### src/rtl/irq_agg_pkg.sv
package irq_agg_pkg;

  typedef enum logic [1:0] {
    ADDR_STATUS = 2'd0,
    ADDR_ENABLE = 2'd1,
    ADDR_CONFIG = 2'd2,
    ADDR_RSVD   = 2'd3
  } csr_addr_e;

  localparam int unsigned HOLD_W      = 8;
  localparam int unsigned CFG_IEN_BIT = 0;
  localparam int unsigned CFG_IVL_LSB = 8;
  localparam int unsigned CFG_CLR_BIT = 16;
  localparam int unsigned CFG_RUN_BIT = 20;
  localparam int unsigned CFG_REQ_BIT = 24;

  typedef struct packed {
    logic [HOLD_W-1:0] interval;
    logic              master_en;
  } cfg_t;

endpackage

### src/rtl/irq_src_status.sv
module irq_src_status #(
  parameter int unsigned NUM_LAT = 7,
  parameter int unsigned NUM_LVL = 3
) (
  input  logic                       clk,
  input  logic                       rst_n,
  input  logic [NUM_LAT-1:0]         lat_evt_i,
  input  logic [NUM_LAT-1:0]         lat_clr_i,
  input  logic [NUM_LVL-1:0]         lvl_i,
  output logic [NUM_LAT+NUM_LVL-1:0] status_o
);

  logic [NUM_LAT-1:0] lat_q;
  logic [NUM_LAT-1:0] lat_d;
  logic [NUM_LAT-1:0] lat_ce;

  // per-bit sticky flag: a new event outranks a clear in the same cycle
  for (genvar i = 0; i < NUM_LAT; i++) begin : g_lat
    always_comb begin
      lat_ce[i] = lat_evt_i[i] | lat_clr_i[i];
      lat_d[i]  = lat_evt_i[i] ? 1'b1 : 1'b0;
    end

    always_ff @(posedge clk or negedge rst_n) begin
      if (!rst_n) begin
        lat_q[i] <= 1'b0;
      end else if (lat_ce[i]) begin
        lat_q[i] <= lat_d[i];
      end
    end
  end

  assign status_o = {lvl_i, lat_q};

  // any event leaves its bit set on the following cycle
  assert_event_sets_R3: assert property (@(posedge clk) disable iff (!rst_n)
    (lat_evt_i != '0) |=> ((lat_q & $past(lat_evt_i)) == $past(lat_evt_i)));

  // a set bit without a clear request stays set
  assert_sticky_R2: assert property (@(posedge clk) disable iff (!rst_n)
    (lat_q != '0) |=> ((($past(lat_q) & ~$past(lat_clr_i)) & ~lat_q) == '0));

  // bits only rise because of an event
  assert_no_spurious_set_R2: assert property (@(posedge clk) disable iff (!rst_n)
    1'b1 |=> (((lat_q & ~$past(lat_q)) & ~$past(lat_evt_i)) == '0));

endmodule

### src/rtl/irq_holdoff_timer.sv
module irq_holdoff_timer #(
  parameter int unsigned TICK_DIV = 16,
  parameter int unsigned HOLD_W   = 8
) (
  input  logic              clk,
  input  logic              rst_n,
  input  logic              start_i,
  input  logic              cancel_i,
  input  logic [HOLD_W-1:0] interval_i,
  output logic              running_o
);

  localparam int unsigned PRE_W = (TICK_DIV > 1) ? $clog2(TICK_DIV) : 1;
  localparam logic [PRE_W-1:0] PRE_LAST = PRE_W'(TICK_DIV - 1);

  logic              run_q, run_d;
  logic [HOLD_W-1:0] units_q, units_d;
  logic [PRE_W-1:0]  pre_q, pre_d;
  logic              tick;
  logic              ce;

  always_comb begin
    tick    = (pre_q == PRE_LAST);
    ce      = cancel_i | start_i | run_q;
    run_d   = run_q;
    units_d = units_q;
    pre_d   = pre_q;
    if (cancel_i) begin
      run_d   = 1'b0;
      units_d = '0;
      pre_d   = '0;
    end else if (start_i && (interval_i != '0)) begin
      run_d   = 1'b1;
      units_d = interval_i;
      pre_d   = '0;
    end else if (run_q) begin
      if (tick) begin
        pre_d   = '0;
        units_d = units_q - 1'b1;
        if (units_q == HOLD_W'(1)) begin
          run_d = 1'b0;
        end
      end else begin
        pre_d = pre_q + 1'b1;
      end
    end
  end

  always_ff @(posedge clk or negedge rst_n) begin
    if (!rst_n) begin
      run_q   <= 1'b0;
      units_q <= '0;
      pre_q   <= '0;
    end else if (ce) begin
      run_q   <= run_d;
      units_q <= units_d;
      pre_q   <= pre_d;
    end
  end

  assign running_o = run_q;

  // while running there is always at least one unit left
  assert_units_live_R8: assert property (@(posedge clk) disable iff (!rst_n)
    run_q |-> (units_q != '0));

  // a cancel leaves the timer idle
  assert_cancel_idles_R11: assert property (@(posedge clk) disable iff (!rst_n)
    cancel_i |=> !run_q);

  // a zero interval never starts the timer
  assert_zero_no_start_R10: assert property (@(posedge clk) disable iff (!rst_n)
    (start_i && (interval_i == '0) && !run_q) |=> !run_q);

endmodule

### src/rtl/irq_csr.sv
module irq_csr
  import irq_agg_pkg::*;
#(
  parameter int unsigned NUM_SRC = 10,
  parameter int unsigned NUM_LAT = 7,
  parameter int unsigned SW_IDX  = 6,
  parameter int unsigned DATA_W  = 32
) (
  input  logic               clk,
  input  logic               rst_n,
  input  logic               wr_i,
  input  logic [1:0]         addr_i,
  input  logic [DATA_W-1:0]  wdata_i,
  input  logic [NUM_SRC-1:0] status_i,
  input  logic               running_i,
  input  logic               req_i,
  output logic [NUM_SRC-1:0] en_o,
  output cfg_t               cfg_o,
  output logic [NUM_LAT-1:0] lat_clr_o,
  output logic               sw_set_o,
  output logic               cancel_o,
  output logic [DATA_W-1:0]  rdata_o
);

  logic [NUM_SRC-1:0] en_q, en_d;
  cfg_t               cfg_q, cfg_d;
  logic               wr_stat, wr_en, wr_cfg;
  logic               unused_wdata;

  assign unused_wdata = ^wdata_i;

  always_comb begin
    wr_stat = wr_i && (csr_addr_e'(addr_i) == ADDR_STATUS);
    wr_en   = wr_i && (csr_addr_e'(addr_i) == ADDR_ENABLE);
    wr_cfg  = wr_i && (csr_addr_e'(addr_i) == ADDR_CONFIG);

    en_d            = wdata_i[NUM_SRC-1:0];
    cfg_d.master_en = wdata_i[CFG_IEN_BIT];
    cfg_d.interval  = wdata_i[CFG_IVL_LSB +: HOLD_W];

    lat_clr_o = wr_stat ? wdata_i[NUM_LAT-1:0] : '0;
    sw_set_o  = wr_en && wdata_i[SW_IDX] && !en_q[SW_IDX];
    cancel_o  = wr_cfg && wdata_i[CFG_CLR_BIT];
  end

  always_ff @(posedge clk or negedge rst_n) begin
    if (!rst_n) begin
      en_q <= '0;
    end else if (wr_en) begin
      en_q <= en_d;
    end
  end

  always_ff @(posedge clk or negedge rst_n) begin
    if (!rst_n) begin
      cfg_q <= '0;
    end else if (wr_cfg) begin
      cfg_q <= cfg_d;
    end
  end

  always_comb begin
    rdata_o = '0;
    case (csr_addr_e'(addr_i))
      ADDR_STATUS: rdata_o[NUM_SRC-1:0] = status_i;
      ADDR_ENABLE: rdata_o[NUM_SRC-1:0] = en_q;
      ADDR_CONFIG: begin
        rdata_o[CFG_IEN_BIT]             = cfg_q.master_en;
        rdata_o[CFG_IVL_LSB +: HOLD_W]   = cfg_q.interval;
        rdata_o[CFG_RUN_BIT]             = running_i;
        rdata_o[CFG_REQ_BIT]             = req_i;
      end
      default: rdata_o = '0;
    endcase
  end

  assign en_o  = en_q;
  assign cfg_o = cfg_q;

  // an enable write lands exactly as written
  assert_enable_write_R6: assert property (@(posedge clk) disable iff (!rst_n)
    wr_en |=> (en_q == $past(wdata_i[NUM_SRC-1:0])));

  // a configuration write keeps the interval it carries
  assert_cfg_write_R11: assert property (@(posedge clk) disable iff (!rst_n)
    wr_cfg |=> (cfg_q.interval == $past(wdata_i[CFG_IVL_LSB +: HOLD_W])));

endmodule

### src/rtl/irq_aggregator.sv
module irq_aggregator
  import irq_agg_pkg::*;
#(
  parameter int unsigned NUM_GPIO = 3,
  parameter int unsigned TICK_DIV = 16,
  parameter int unsigned DATA_W   = 32
) (
  input  logic                clk,
  input  logic                rst_n,
  input  logic [NUM_GPIO-1:0] src_gpio,
  input  logic                src_gpt,
  input  logic                src_mberr,
  input  logic                src_sberr,
  input  logic                src_dma,
  input  logic                src_phy,
  input  logic                src_wake,
  input  logic                csr_wr,
  input  logic [1:0]          csr_addr,
  input  logic [DATA_W-1:0]   csr_wdata,
  output logic [DATA_W-1:0]   csr_rdata,
  output logic                irq_o
);

  localparam int unsigned NUM_LAT = NUM_GPIO + 4;
  localparam int unsigned NUM_LVL = 3;
  localparam int unsigned NUM_SRC = NUM_LAT + NUM_LVL;
  localparam int unsigned SW_IDX  = NUM_GPIO + 3;

  logic [NUM_LAT-1:0] lat_evt;
  logic [NUM_LAT-1:0] lat_clr;
  logic [NUM_SRC-1:0] status;
  logic [NUM_SRC-1:0] en;
  cfg_t               cfg;
  logic               sw_set;
  logic               cancel;
  logic               running;
  logic               req;
  logic               irq_q, irq_d;
  logic               hold_start;

  assign lat_evt = {sw_set, src_sberr, src_mberr, src_gpt, src_gpio};

  irq_src_status #(
    .NUM_LAT (NUM_LAT),
    .NUM_LVL (NUM_LVL)
  ) u_status (
    .clk       (clk),
    .rst_n     (rst_n),
    .lat_evt_i (lat_evt),
    .lat_clr_i (lat_clr),
    .lvl_i     ({src_wake, src_phy, src_dma}),
    .status_o  (status)
  );

  irq_csr #(
    .NUM_SRC (NUM_SRC),
    .NUM_LAT (NUM_LAT),
    .SW_IDX  (SW_IDX),
    .DATA_W  (DATA_W)
  ) u_csr (
    .clk       (clk),
    .rst_n     (rst_n),
    .wr_i      (csr_wr),
    .addr_i    (csr_addr),
    .wdata_i   (csr_wdata),
    .status_i  (status),
    .running_i (running),
    .req_i     (req),
    .en_o      (en),
    .cfg_o     (cfg),
    .lat_clr_o (lat_clr),
    .sw_set_o  (sw_set),
    .cancel_o  (cancel),
    .rdata_o   (csr_rdata)
  );

  irq_holdoff_timer #(
    .TICK_DIV (TICK_DIV),
    .HOLD_W   (HOLD_W)
  ) u_holdoff (
    .clk        (clk),
    .rst_n      (rst_n),
    .start_i    (hold_start),
    .cancel_i   (cancel),
    .interval_i (cfg.interval),
    .running_o  (running)
  );

  always_comb begin
    req        = |(status & en);
    irq_d      = cfg.master_en & req & ~running;
    hold_start = irq_q & ~irq_d;
  end

  always_ff @(posedge clk or negedge rst_n) begin
    if (!rst_n) begin
      irq_q <= 1'b0;
    end else begin
      irq_q <= irq_d;
    end
  end

  assign irq_o = irq_q;

  // the output is quiet for as long as the hold-off runs
  assert_holdoff_quiet_R8: assert property (@(posedge clk) disable iff (!rst_n)
    running |-> !irq_o);

  // a rise needs the master enable and a qualified request
  assert_irq_cause_R7: assert property (@(posedge clk) disable iff (!rst_n)
    $rose(irq_o) |-> $past(cfg.master_en && req));

  // with the master enable off the output falls or stays low
  assert_master_gate_R7: assert property (@(posedge clk) disable iff (!rst_n)
    !cfg.master_en |=> !irq_o);

  // the software enable edge lands in the status register
  assert_sw_latch_R6: assert property (@(posedge clk) disable iff (!rst_n)
    sw_set |=> status[SW_IDX]);

endmodule

### config.mk
export PLATFORM = sky130hd
export DESIGN_NAME = irq_aggregator
export DESIGN_NICKNAME = d
export VERILOG_FILES = /design/src/rtl/irq_agg_pkg.sv /design/src/rtl/irq_src_status.sv /design/src/rtl/irq_holdoff_timer.sv /design/src/rtl/irq_csr.sv /design/src/rtl/irq_aggregator.sv
export SDC_FILE = /design/constraint.sdc
export NUM_CORES = 1
export LEC_CHECK = 0
export BUFFER_PORTS_ARGS = -buffer_cell sky130_fd_sc_hd__buf_2
export CAP_MARGIN = 15
export CORE_ASPECT_RATIO = 2
export CORE_MARGIN = 5
export CORE_UTILIZATION = 40
export DETAILED_ROUTE_END_ITERATION = 10
export PLACE_DENSITY_LB_ADDON = 0.15
export SYNTH_ARGS = -nofsm -noshare
export SYNTH_HDL_FRONTEND = slang
export SYNTH_SLANG_ARGS = --single-unit
### constraint.sdc
create_clock -name clk -period 2.1 [get_ports clk]
set_clock_uncertainty 0.05 [all_clocks]
set_input_delay 0.105 -clock clk [delete_from_list [all_inputs] [get_ports clk]]
set_output_delay 0.105 -clock clk [all_outputs]
set_load 0.05 [all_outputs]
# [Yosys cells after proc, flatten, opt, wreduce, memory -nomap -nowiden]
# Cells that the tools add are included.
[op_classes] n_bitwise=15 muxes=27 eq_ne=4 n_reduce_logical=15 add_sub_neg=2
[ops] cell="two-way mux 8 bit" count=4
[ops] cell="two-way mux 4 bit" count=4
[ops] cell="two-way mux 1 bit" count=14
[ops] cell="case mux 7 bit (2 select lines)" count=1
[ops] cell="bitwise AND 10 bit" count=1
[ops] cell="OR reduction 10 bit" count=1
[ops] cell="OR 1 bit" count=9
[ops] cell="== test 8 x 1 -> 1 bit, second input constant" count=1
[ops] cell="nonzero test 8 bit" count=1
[ops] cell="subtractor 8 x 1 -> 8 bit, second input constant" count=1
[ops] cell="logical AND 1 bit" count=7
[ops] cell="two-way mux 7 bit" count=1
[ops] cell="two-way mux 6 bit" count=1
[ops] cell="case mux 2 bit (3 select lines)" count=1
[ops] cell="nonzero test 3 bit" count=2
[ops] cell="adder 4 x 1 -> 4 bit, second input constant" count=1
[ops] cell="== test 4 bit, second input constant" count=1
[ops] cell="bitwise AND 1 bit" count=3
[ops] cell="case mux 1 bit (3 select lines)" count=1
[ops] cell="AND reduction 3 bit" count=1
[ops] cell="== test 2 x 1 -> 1 bit, second input constant" count=1
[ops] cell="== test 2 bit, second input constant" count=1
[ops] cell="logical NOT 2 bit" count=1
[ops] cell="NOT 1 bit" count=2
[ops] cell="2 further kinds" count=2
[word_totals] register_bits=40 inputBits=46 word_cells=77

# [Longest topological paths before layout]
# Gate-level depths: netlist of run 1.
[depth] word_depth=9 mapped_depth=6 mapped_depth_nobuf=6

# [By module]
# Synthesis of run 1 repeated with hierarchy kept, for this count alone.
[unflattened] cells_unflattened=218 area_unflattened_um2=2314.7
[modules_own_cells] module="irq_csr" seq_area_each_um2=475.5 area_per_inst_um2=1118.6 n_inst=1 cells_each=98
[modules_own_cells] module="irq_holdoff_timer" seq_area_each_um2=325.3 area_per_inst_um2=812.0 n_inst=1 cells_each=84
[modules_own_cells] module="irq_src_status" seq_area_each_um2=175.2 area_per_inst_um2=276.5 n_inst=1 cells_each=24
[modules_own_cells] module="irq_aggregator" seq_area_each_um2=25.0 area_per_inst_um2=107.6 n_inst=1 cells_each=12

# [Least setup slack after synthesis of run 1]
# No wires, ideal clock.
[synth_timing] kind="reg-to-reg" start="reg u_holdoff.pre_q[0]" end="reg u_holdoff.units_q[4]" slack_ns=0.380 arrival_time_ns=1.576 path_stages_with_launch=6 setup_ns=0.094 path_cell_list="dfrtp_1 -> ha_1 -> nand4_4 -> or4_1 -> xor2_1 -> a211oi_1"
[synth_via] elab_chain_cells=3
[synth_rtl] item="from (decl)" line="irq_holdoff_timer.sv:18" rtl="logic [PRE_W-1:0] pre_q, pre_d;"
[synth_rtl] item="from (signal assigned)" line="irq_holdoff_timer.sv:57" rtl="pre_q <= pre_d;"
[synth_rtl] item="== test 4 bit" line="irq_holdoff_timer.sv:23" rtl="tick = (pre_q == PRE_LAST);"
[synth_rtl] item="nonzero test 3 bit (no source line)"
[synth_rtl] item="AND reduction 3 bit (no source line)"
[synth_rtl] item="to (signal assigned)" line="irq_holdoff_timer.sv:56" rtl="units_q <= units_d;"
[synth_rtl] item="to (decl)" line="irq_holdoff_timer.sv:17" rtl="logic [HOLD_W-1:0] units_q, units_d;"
# Every way passes these cells.
# A chain may end at the register's enable or synchronous reset.

# [Final worst setup path of run 1]
# Same ends and word-level chain as after synthesis.

==> results of run 1 <==
-- layer usage --
| metal | wire length [µm] | track usage (%) | share of wire [%] |
|---|---|---|---|
| met5 | 0 | 0 | 0 |
| met4 | 161 | 7.79 | 2.9 |
| met2 | 3240 | 31.3 | 58 |
| met3 | 206 | 3.39 | 3.7 |
| met1 | 2000 | 16.0 | 36 |
-- worst max-delay path, cell delays in order (launching register included) --
cell,delay (ns)
dfrtp_1,0.40
ha_1,0.27
nand4_4,0.16
or4_1,0.44
xor2_1,0.16
a211oi_1,0.24
-- synthesized netlist by cell type (2+ instances only) --
library cell | n | area [µm²]
or4_1 | 2 | 15.0
mux2_2 | 19 | 214
inv_1 | 3 | 11.3
nor4_1 | 6 | 37.5
or3_1 | 2 | 12.5
nand2_1 | 19 | 71.3
xor2_1 | 3 | 26.3
a22oi_1 | 5 | 37.5
clkbuf_1 | 3 | 11.3
o41ai_1 | 4 | 35.0
and2_1 | 6 | 37.5
o21ai_0 | 7 | 35.0
a211oi_1 | 4 | 30.0
nor2_1 | 12 | 45.0
dfrtp_1 | 40 | 1000
and3_1 | 2 | 12.5
or4_4 | 2 | 22.5
nor2b_1 | 2 | 12.5
nand3b_1 | 2 | 15.0
ha_1 | 3 | 37.5
nor3_1 | 5 | 25.0
a21oi_1 | 5 | 25.0
xnor2_1 | 6 | 52.6
nand2b_1 | 2 | 12.5
a21o_1 | 6 | 45.0
buf_4 | 15 | 113
mux2i_1 | 11 | 110
-- sequential cells by signal, indices dropped and copies added (netlist names) --
name / count
irq_o: 1
u_status.status_o: 7
u_holdoff.running_o: 1
u_holdoff.pre_q: 4
u_csr.cfg_o: 9
u_holdoff.units_q: 8
u_csr.en_o: 10
-- power by group through the flow --
| stage | clock network, mW | registers [mW] | logic (mW) |
|---|---|---|---|
| finish | 0.544 | 1.18 | 1.07 |
| global route | 0.588 | 1.21 | 1.19 |
| CTS | 0.563 | 1.18 | 1.08 |
| detailed placement | 0 | 1.19 | 1.04 |
| global placement | 0 | 1.19 | 1.04 |
| floorplan | 0 | 1.15 | 0.812 |
-- final cells by class --
| class | count | area share, % |
|---|---|---|
| well taps | 60 | 2.62 |
| multi-input cells | 160 | 39.8 |
| clock buffers | 6 | 2.89 |
| flip-flops and latches | 40 | 35.0 |
| clock inverters | 2 | 0.350 |
| repair buffers | 82 | 19.0 |
| inverters | 3 | 0.394 |
-- worst min-delay path by stage --
stage                      start                          endpoint  slack [ns]  cells past startpoint
CTS                 csr_wdata[3]         u_csr.en_o[3]$_DFFE_PN0P_      0.0002                      2
floorplan                  rst_n                   irq_o$_DFF_PN0_       -0.24                      0
global placement           rst_n  u_status.status_o[4]$_DFFE_PN0P_        0.08                      1
global route        csr_wdata[0]        u_csr.cfg_o[0]$_DFFE_PN0P_        0.01                      2
finish              csr_wdata[3]         u_csr.en_o[3]$_DFFE_PN0P_        0.01                      2
detailed placement         rst_n  u_status.status_o[4]$_DFFE_PN0P_        0.08                      1
-- metrics by stage --
step | hold slack [ns] | instances | setup WS [ns] | cell area, µm²
after detailed placement | 0.0792 | 325 | 0.300 | 2570
after floorplan | -0.241 | 224 | 0.380 | 2290
after CTS | 0.000168 | 352 | 0.280 | 2850
after global routing | 0.0132 | 353 | 0.181 | 2860
final | 0.0133 | 353 | 0.286 | 2860
after global placement | 0.0793 | 325 | 0.301 | 2570
-- kinds of logic after synthesis --
group / synth area share [%]
simple gates: 17.4
xor+xnor: 3.51
other cells: 0.167
compound gates: 11.3
mux: 14.4
flops: 44.6
fa+ha+maj: 1.67
buf+inv: 6.91
-- timing repair --
action / 4_1_cts / 5_1_grt
hold endpoints to repair: 42 / 1
hold buffers: 19 / 1
setup buffers: 0 / 0
==> flow_summary.ini, run 1 <==
[clock_network]
cts_buffer_depth = 2
clock_latency_ns = 0.31
cts_buffers = 5
h-tree-depth = 2
cts.sinks = 40
cts_resized = 0
cts_tree = built
clk_pin_slew_ns = 0.09
cts-root-buf = clkbuf_8

[finish]
antennaDiodeCount = 0
multi_input_area_um2 = 1140
syn2layout_area_growth_pct = 27.4
nets = 341
final_common_cell = buf_2
drive_gt1_share_pct = 33.1
fillers = 516
seqCellArea_um2 = 1000
final_cell_mix = buf_2, dfrtp_1, dlygate4sd3_1
final_util_pct = 52.3

[floorplanning]
die_w_um = 63.0
coreArea_um2 = 5470
dieArea_um2 = 7300
start_util_pct = 41.1
die_h_um = 116
row_count = 38
io_pins = 79

[drt]
viasPerCell = 5.18
drt-total-wl_mm = 5.60
detail_route.wl_per_cell_um = 15.9
drtAntennaViolNets = 0
drt-initial-drc-count = 36
drc = 0
drt_pass1_iterations = 4
vias = 1830

[setup_path]
worst_ep_required_time_ns = 2.27
worst_r2r_path_depth = 5
critical_path.max_fanout = 4
endpoint_kind = flop
r2r-start = u_holdoff.pre_q[0]$_DFFE_PN0P_
startpoint = u_holdoff.pre_q[0]$_DFFE_PN0P_
setup.worst_path.start_class = flop
cp-endpoint = u_holdoff.units_q[4]$_DFFE_PN0P_
crit_type = reg2reg
cp.arrival_ns = 1.99
regToRegEndpoint = u_holdoff.units_q[4]$_DFFE_PN0P_
r2r_slack_ns = 0.29

[yosys]
syn_area_um2 = 2240
yosysSeqAreaShare_pct = 44.6
synth.distinct_cells = 42
synth_edf_count = 0
synth_area_per_cell_um2 = 10.6
synth_warnings = 0
async_flop_share_pct = 100
synthesis.instances = 211
ys_ff_latch = 40
synthFlopType = dfrtp_1

[sta]
max_freq_mhz = 551
final_max_slew_viol_count = 0
min_period_ns = 1.81
worst_pin_slew_ns = 0.574
rsz0062_at_grt = false
maxSlewHeadroom_pct = 61.7
hold_viol = 0
period_share_pct = 86.4
setup_viol = 0
fin_tns_setup_ns = 0

[place]
hpwl_mm = 4.34
gp_congestion = 0.764
io_buffers = 49

[power]
power_density_nw_per_um2 = 975
seqPwrFrac_pct = 42.1
p_sw_mw = 1.10
leakagePower_nw = 1.31
comb_power_share_pct = 38.3
fin_total_pwr_mw = 2.79
irDropWorstVdd_uv = 729
p_clk_share_pct = 19.5
power.internal_mw = 1.69
sw_frac_of_total_pct = 39.5

[grt]
grt_antenna_before_repair = 0
grt.overflow.total = 0
grt_pass1_vias = 1955
grt_max_degree = 26
grt_pass1_wl_mm = 9.24
grtUsageTotal_pct = 16.2

[flow_run]
cap_violations = 0

[hold_path]
hold_class = in2reg

[outcome]
status = completed
(Power assumes the default switching activity.)
==> run 2, diff against run 1 <==
--- a/config.mk
+++ b/config.mk
@@ -6,10 +6,10 @@
 export NUM_CORES = 1
 export LEC_CHECK = 0
 export BUFFER_PORTS_ARGS = -buffer_cell sky130_fd_sc_hd__buf_2
-export CAP_MARGIN = 15
+export CAP_MARGIN = 20
 export CORE_ASPECT_RATIO = 2
 export CORE_MARGIN = 5
-export CORE_UTILIZATION = 40
+export CORE_UTILIZATION = 50
 export DETAILED_ROUTE_END_ITERATION = 10
 export PLACE_DENSITY_LB_ADDON = 0.15
 export SYNTH_ARGS = -nofsm -noshare
==> run 2 against run 1 <==
  * Non-clock buffer count is 15 lower
  * Via count fell by 2.1%
  * Critical path type unchanged
  * Highest routed layer unchanged
  * Sequential share of layout area up 2.1 points
  * Maximum frequency is 0.72% higher
==> flow_summary.ini, run 2 (same netlist as run 1, synthesis figures left out) <==
[floorplanning]
coreArea_um2 = 4340
dieArea_um2 = 6010
die_w_um = 57.4
row_count = 34
start_util_pct = 51.7
io_pins = 79
die_h_um = 105

[grt]
grt_pass1_wl_mm = 8.68
grt_max_degree = 41
grt_antenna_before_repair = 0
grt_pass1_vias = 1953
grt.overflow.total = 0
grtUsageTotal_pct = 18.2

[hold_path]
hold_class = in2reg

[setup_path]
regToRegEndpoint = u_holdoff.units_q[4]$_DFFE_PN0P_
worst_ep_required_time_ns = 2.25
cp.arrival_ns = 1.95
setup.worst_path.start_class = flop
critical_path.max_fanout = 4
cp-endpoint = u_holdoff.units_q[4]$_DFFE_PN0P_
r2r-start = u_holdoff.pre_q[0]$_DFFE_PN0P_
endpoint_kind = flop
crit_type = reg2reg
worst_r2r_path_depth = 5
r2r_slack_ns = 0.30
startpoint = u_holdoff.pre_q[0]$_DFFE_PN0P_

[finish]
stdcell_count = 331
nets = 326
antennaDiodeCount = 0
fillers = 413
drive_gt1_share_pct = 32.5
finalInstanceArea_um2 = 2700
final_common_cell = buf_2
largest_reg_flops = 10
syn2layout_area_growth_pct = 20.3
final_cell_mix = buf_2, dfrtp_1, nand2_1, mux2_2, conb_1

[drt]
drc = 0
vias = 1792
drt-initial-drc-count = 48
viasPerCell = 5.41
drt_pass1_iterations = 4
drtAntennaViolNets = 0
drt-total-wl_mm = 5.23
detail_route.wl_per_cell_um = 15.8

[sta]
rsz0062_at_grt = false
maxSlewHeadroom_pct = 60.4
fin_ws_ns = 0.299
final_max_slew_viol_count = 0
hold_viol = 0
setup_viol = 0
worst_pin_slew_ns = 0.593
max_freq_mhz = 555
fin_tns_setup_ns = 0
period_share_pct = 85.8
min_period_ns = 1.80

[clock_network]
cts_buffers = 5
clk_pin_slew_ns = 0.08
cts_resized = 0
cts-root-buf = clkbuf_8
cts_tree = built
h-tree-depth = 2
clock_latency_ns = 0.29
cts_buffer_depth = 2
cts.sinks = 40

[place]
io_buffers = 49
hpwl_mm = 4.01
place_area_um2 = 2520
dpl.cell_count = 314
preCtsSetupSlack_ns = 0.309
gp_congestion = 0.817

[power]
power_density_nw_per_um2 = 997
leakagePower_nw = 1.24
irDropWorstVdd_uv = 732

[flow_run]
cap_violations = 0

[outcome]
status = completed
==> run 2: cell count changes in the layout (fill, tap and decap cells not counted), sizes merged <==
cell | previous run | this run
dlygate4sd3 | 20 | 10
buf | 62 | 57
clkinv | 2 | 1
==> run 2: per-layer routing <==
layer	wire, µm	up-vias	track usage (%)
li1	-	859	-
met1	1800	874	17.6
met2	3120	48	35.8
met3	181	11	2.84
met4	126	0	7.30
met5	0	-	0
==> run 2: power by group <==
part           internal (mW)  switching, mW
combinational          0.429          0.611
clock                  0.226          0.256
sequential             0.976          0.193
==> run 2: worst min path at each step <==
stage / start / to / slack [ns] / cells after the start
3_5_place_dp: rst_n / u_csr.en_o[4]$_DFFE_PN0P_ / 0.14 / 2
4_1_cts: csr_wdata[7] / u_csr.en_o[7]$_DFFE_PN0P_ / 0.0004 / 2
3_3_place_gp: rst_n / u_status.status_o[2]$_DFFE_PN0P_ / 0.15 / 2
2_1_floorplan: rst_n / irq_o$_DFF_PN0_ / -0.24 / 0
5_1_grt: csr_wdata[10] / u_csr.cfg_o[3]$_DFFE_PN0P_ / 0.002 / 2
6_report: csr_wdata[7] / u_csr.en_o[7]$_DFFE_PN0P_ / 0.003 / 2
==> run 2: stage by stage <==
stage | hold WS (ns) | utilization (%) | power, mW
after floorplan | -0.241 | - | 1.96
after global placement | 0.148 | 58.1 | 2.20
after detailed placement | 0.141 | 58.1 | 2.21
after CTS | 0.000435 | 62.0 | 2.71
after global routing | 0.00212 | 62.2 | 2.87
final | 0.00325 | 62.2 | 2.69
==> run 2: area by class of cell <==
type / instances / area (µm²) / area share, %
inverters: 3 / 11.3 / 0.417
clock inverters: 1 / 5.00 / 0.185
multi-input cells: 160 / 1140 / 42.1
flip-flops and latches: 40 / 1000 / 37.1
well taps: 54 / 67.6 / 2.50
repair buffers: 67 / 405 / 15.0
clock buffers: 6 / 72.6 / 2.69
==> run 2: repair_timing <==
action	CTS	global route
setup buffers	0	0
endpoints found under the hold margin	48	1
hold buffers	9	1
==> run 2: critical path, cell delays in order (launching register included) <==
cell	delay, ns
dfrtp_1	0.42
ha_1	0.29
nand4_4	0.13
or4_1	0.43
xor2_1	0.16
a211oi_1	0.23
